<file path="src/rtl/cell_pacer.sv">
module cell_pacer #(
  parameter int NTMR = 4,
  parameter int TW   = 16,
  localparam int IW  = (NTMR > 1) ? $clog2(NTMR) : 1
) (
  input  logic                 clk,
  input  logic                 rst_n,
  input  logic                 mode_sel,
  input  logic                 tick,
  input  logic [NTMR-1:0]      tmr_en,
  input  logic [NTMR*TW-1:0]   tmr_init,
  input  logic                 fifo_full,
  input  logic                 data_pend,
  input  logic                 tx_ack,
  output logic                 mode_int,
  output logic                 data_grant,
  output logic                 idle_req,
  output logic                 tx_req,
  output logic [IW-1:0]        tx_rate
);

  logic            mode_q;
  logic [NTMR-1:0] pend, expire, ack_mask;
  logic [TW-1:0]   cnt [NTMR];

  assign mode_int   = mode_q;
  assign tx_req     = mode_q && (|pend);
  assign data_grant = !mode_q && !fifo_full && data_pend;
  assign idle_req   = !mode_q && !fifo_full && !data_pend;

  wire boundary = !mode_q || !tx_req || tx_ack;
  wire switch_m = boundary && (mode_sel != mode_q);

  always_comb begin
    tx_rate = '0;
    for (int i = NTMR - 1; i >= 0; i--)
      if (pend[i]) tx_rate = IW'(i);
  end

  assign ack_mask = (tx_ack && mode_q) ? (pend & (~pend + 1'b1)) : '0;

  for (genvar g = 0; g < NTMR; g++) begin : g_tmr
    wire [TW-1:0] ival = tmr_init[g*TW +: TW];
    wire          live = tmr_en[g] && (ival != '0);
    assign expire[g] = mode_q && live && tick && (cnt[g] == '0);

    always_ff @(posedge clk) begin
      if (!rst_n)                         cnt[g] <= '0;
      else if (!mode_q || switch_m || !live) cnt[g] <= ival;
      else if (tick)                      cnt[g] <= (cnt[g] == '0) ? ival : cnt[g] - 1'b1;
    end

    p_dead_timer_r6: assert property (@(posedge clk) disable iff (!rst_n)
      (!live && !$past(pend[g])) |-> !expire[g]);
  end

  always_ff @(posedge clk) begin
    if (!rst_n)                 pend <= '0;
    else if (switch_m || !mode_q) pend <= '0;
    else                        pend <= (pend & ~ack_mask) | expire;
  end

  always_ff @(posedge clk) begin
    if (!rst_n)        mode_q <= 1'b0;
    else if (switch_m) mode_q <= mode_sel;
  end

  p_one_action_r4: assert property (@(posedge clk) disable iff (!rst_n)
    $onehot0({data_grant, idle_req, tx_req}));

  p_req_held_r7: assert property (@(posedge clk) disable iff (!rst_n)
    (tx_req && !tx_ack) |=> tx_req);

  p_low_first_r8: assert property (@(posedge clk) disable iff (!rst_n)
    (tx_req && !tx_ack) |=> (tx_rate <= $past(tx_rate)));

  p_mode_boundary_r9: assert property (@(posedge clk) disable iff (!rst_n)
    (mode_q && tx_req && !tx_ack) |=> mode_q);

  p_mode_clears_r10: assert property (@(posedge clk) disable iff (!rst_n)
    (mode_q != $past(mode_q)) |-> (pend == '0));

  p_tick_only_r5: assert property (@(posedge clk) disable iff (!rst_n)
    ((pend & ~$past(pend)) != '0) |-> $past(tick));

endmodule

</file>
<file path="config.mk">
export PLATFORM = sky130hd
export DESIGN_NAME = cell_pacer
export DESIGN_NICKNAME = d
export VERILOG_FILES = /design/src/rtl/cell_pacer.sv
export SDC_FILE = /design/constraint.sdc
export NUM_CORES = 1
export LEC_CHECK = 0
export BUFFER_PORTS_ARGS = -buffer_cell sky130_fd_sc_hd__buf_4
export CORE_ASPECT_RATIO = 0.75
export CORE_MARGIN = 4
export CORE_UTILIZATION = 55
export CTS_CLUSTER_DIAMETER = 30
export DETAILED_ROUTE_END_ITERATION = 16
export GPL_TIMING_DRIVEN = 0
export PLACE_DENSITY_LB_ADDON = 0.3
export SLEW_MARGIN = 0
export SYNTH_ARGS = -nofsm -noshare
export SYNTH_HDL_FRONTEND = slang
export SYNTH_SLANG_ARGS = --single-unit
</file>
<file path="constraint.sdc">
create_clock -name clk -period 4.9 [get_ports clk]
set_clock_uncertainty 0.1 [all_clocks]
set_input_delay 0.98 -clock clk [delete_from_list [all_inputs] [get_ports clk]]
set_output_delay 0.98 -clock clk [all_outputs]
set_load 0.05 [all_outputs]
</file>
# --- Word level (Yosys, flattened, before mapping) ---
# Memories as Yosys holds them, arrays and structs flattened.
# Index checks and enable logic that the tools add are counted.
word_totals:
  memories: 1
  ram_bits: 64
  ff_bits: 5
op_classes:
  addsub: 5
  n_reduce_logical: 47
  eq_ne: 1
  bitwise_logic: 14
  n_mux: 43
memory_table:
  columns: ["name", "words", "word_bits", "read_ports", "rd_clocked_by_memory_dff", "wr", "line_no", "rtl"]
  rows:
  - ["cnt", 4, 16, 4, 0, 4, "24", "logic [TW-1:0] cnt [NTMR];"]
op_table:
  columns: ["cell", "n"]
  rows:
  - ["$mux 16", 12]
  - ["$logic_not 16->1", 4]
  - ["$reduce_bool 16->1", 4]
  - ["$sub 16x1->16 const B", 4]
  - ["$mux 1", 26]
  - ["$logic_and 1x1->1", 22]
  - ["$and 4x4->4", 2]
  - ["$logic_not 1->1", 8]
  - ["$mux 2", 4]
  - ["$not 4->4", 2]
  - ["$or 1x1->1", 8]
  - ["$logic_or 1x1->1", 7]
  - ["$add 4x1->4 const B", 1]
  - ["$mux 4", 1]
  - ["$or 4x4->4", 1]
  - ["$reduce_or 4->1", 1]
  - ["$reduce_or 2->1", 1]
  - ["$ne 1x1->1", 1]
  - ["$not 1->1", 1]

# --- Depth between registers and ports, before layout ---
depth:
  ltp_word: 13
  mapped_depth: 9
  mapped_depth_nobuf: 7

# --- Worst setup path after synthesis ---
# Ideal clock, no wire load.
synth_timing:
  kind: "input to output"
  start: "in data_pend"
  end: "out data_grant"
  setup_slack_ps: 1694
  n_path_buf: 0
  stages: 1
  t_required_ps: 3820
  t_arrival_ps: 2126
  cell_sequence: "nor3b_1"
synth_between:
  elab_chain_cells: 1
synth_lines:
  columns: ["item", "line_no", "rtl"]
  rows:
  - ["start: declaration", "13", "input logic data_pend,"]
  - ["$logic_and 1x1->1", "28", "assign data_grant = !mode_q && !fifo_full && data_pend;"]
  - ["end: declaration", "16", "output logic data_grant,"]
# No other way between the ends.

==> qor.txt <==
status - finished clean
clk_lat worst skew - 0.36 ns
final setup vio count - 0
worst-path fanout max - 10
Distinct cells, synth - 56
Tcrit/Tclk final - 0.639
register area share after synthesis - 0.444
Int Power - 1.03 mW
crit path buf inv count - 2
Sum Neg Setup Slack - 0 ns
crit-path max cell delay - 0.99 ns
asr flop ratio synth - 0
CTS tree - done
Die Width - 113 um
post-synthesis register bit count - 69
initial antenna violation count - 0
initial core utilization - 0.570
max-cap viol count - 0
full die area - 0.00982 mm^2
CTS buffer count - 9
PwrDens - 260 mW/mm^2
vias per cell - 6.18
num rows - 28
combinational group share of total power - 0.195
Port Buffers - 80
Synth area leader - edfxtp_1
switching share of power - 0.276
DR WL/cell - 17.6 um
postcts setup bufs - 0
register share of total power - 0.506
Detailed Routing Iterations Pass 1 - 5
CORE AREA - 0.00799 mm^2
Sink Count - 69
CP startpoint kind - input pin
Mapped Avg Cell Area - 10.1 um^2
Synth Net Count - 531
WS Path Type - input pin to register
fin crit period - 3.13 ns
worst path arrival time - 3.24 ns
Critical-path top delay cell - o41ai_2
Worst Setup SP - rst_n
min-delay worst type - register to register
RePlAce Congestion - 0.850
Final Power - 1.42 mW
final hold violation count - 0
Area Overhead vs Synth - 19.8%
io pins - 81
CP cell instances - buf_4, inv_1, o41ai_2, nand2_1, o21ai_2, o2bb2ai_1
root buf cell - clkbuf_8
clock share of power - 0.298
post-CTS sizing - 0
leak pwr - 2.00 nW
vias after detailed routing - 4029
required time worst endpoint - 5.01 ns
hold buffer count at cts - 0
Net Switching - 392 uW
Die H - 86.8 um
# diodes - 0
Total Wirelength - 11500 um
worst slew pin tran - 1.12 ns
Synth warnings - 0
GRT overflow - 0
Mapped Cells - 451
DRT antenna net count - 0
fmax - 320 MHz
detailed placer's ending HPWL - 8410 um
largest net degree at the start of global routing - 17
top cell type's share of synthesized area - 0.422
gr usage total - 0.244
mapped cell area - 0.00456 mm^2
ys flop type - edfxtp_1
critical path's top delay family - compound AO/OA/AOI/OAI gates
H-tree depth - 3
vias in the first global route - 3978
HP Start - pend[3]
max-slew violations - 0
reg2reg start - cnt[0][0]
peak supply drop - 0.000190 V
First DRT Iteration DRCs - 341
unrepaired setup endpoints after global routing - no
clock-pin slew on the worst setup and hold paths - 0.07 ns
EDFF count, synth - 64
Post-layout nets - 622
Crit. End Element - register
CTS max path bufs - 2
share of cells above drive strength 1 - 0.223
first-pass GRT wire length - 19200 um
Area contributors post-synth - edfxtp_1 (42%), o2bb2ai_1 (7.7%), xnor2_1 (6.2%)
number of remaining DRC errors - 0
Max-slew headroom - 0.248
cells in the final DEF (no fill, tap or decap), types with 6 or more instances in the layout:
master,count
o21ai_0,11
xor2_1,16
edfxtp_1,64
nand2_1,29
inv_1,17
o2bb2ai_1,40
nand3_1,9
o21bai_1,6
or4_1,19
clkbuf_1,9
xnor2_1,32
clkbuf_8,11
nor2_1,50
buf_2,6
nor3_1,17
or3_1,7
a211oi_1,15
a21oi_1,10
buf_4,83
nor4_1,22
final cells by class:
cell class,count,area (um^2)
Buffer,17,98.8
Tap cell,105,131
Clock buffer,15,166
Multi-Input combinational cell,348,2370
Timing Repair Buffer,80,601
Sequential cell,69,2020
Fill cell,646,2530
Clock inverter,1,5.00
Inverter,17,63.8
power groups by stage:
stage | clock, mW | combinational [mW] | sequential [mW]
floorplan | 0 | 0.177 | 0.723
global placement | 0 | 0.264 | 0.729
detailed placement | 0 | 0.272 | 0.731
CTS | 0.434 | 0.275 | 0.719
global route | 0.460 | 0.307 | 0.725
finish | 0.425 | 0.278 | 0.720
kinds of logic (layout without fill, tap and decap cells):
| group | after synthesis | after routing | share of synthesized area |
|---|---|---|---|
| compound gates | 119 | 119 | 0.209 |
| xor+xnor | 48 | 48 | 0.0923 |
| fa+ha+maj | 5 | 5 | 0.0137 |
| buf+inv | 34 | 130 | 0.0357 |
| flops | 69 | 69 | 0.444 |
| simple gates | 176 | 176 | 0.206 |
cells in the mapped netlist (all sizes together), types with 2 or more instances:
library cell	count
xnor2	32
o22ai	2
nor3	17
or3	8
nor2	50
o21ai	14
nand4	2
a41oi	2
o41a	2
dfxtp	5
nor4	23
o2bb2ai	40
ha	5
buf	11
inv	17
o21bai	7
xor2	16
clkbuf	6
and2	4
or4	21
or4b	3
o41ai	5
or2	5
nand3	11
a311oi	2
a211oi	16
edfxtp	64
o21a	3
nand2	29
a21oi	10
o2111ai	3
o31ai	5
worst min-delay path: cells and delay by family, from the launching register on:
family / cells / cell delay [ns]
DFF: 1 / 0.34
AOI/OAI and AO/OA: 2 / 0.11
routing by layer:
metal  global-route usage  part of all wire  vias up  routed length, um
met3               0.0649             0.084       15                960
li1                     -                 -     1948                  -
met2                0.382              0.45      174               5220
met5                    0                 0        -                  0
met1                0.342              0.45     1892               5160
met4               0.0600             0.013        0                150
sequential cells by signal (all words and copies together) (netlist names):
register,flops
cnt,64
mode_int,1
pend,4
path summary, 6_finish.rpt:
path                     end  slack (ns)  cells past startpoint
setup reg to reg  cnt[0][14]        1.96                      8
setup / recovery   cnt[0][0]        1.77                      6
hold / removal       pend[3]        0.40                      2
hold reg to reg      pend[3]        0.40                      2
metrics by stage:
| stage | instances | instance area, um^2 | hold WS [ns] | setup WS (ns) | utilization |
|---|---|---|---|---|---|
| floorplan | 451 | 4560 | 0.364 | 1.69 | - |
| global placement | 636 | 5290 | 0.385 | 1.44 | 0.662 |
| detailed placement | 636 | 5290 | 0.394 | 1.42 | 0.662 |
| CTS | 652 | 5460 | 0.404 | 1.80 | 0.684 |
| global route | 652 | 5460 | 0.442 | 1.58 | 0.684 |
| finish | 652 | 5460 | 0.398 | 1.77 | 0.684 |
No activity file was read; power rests on OpenSTA's default activity.
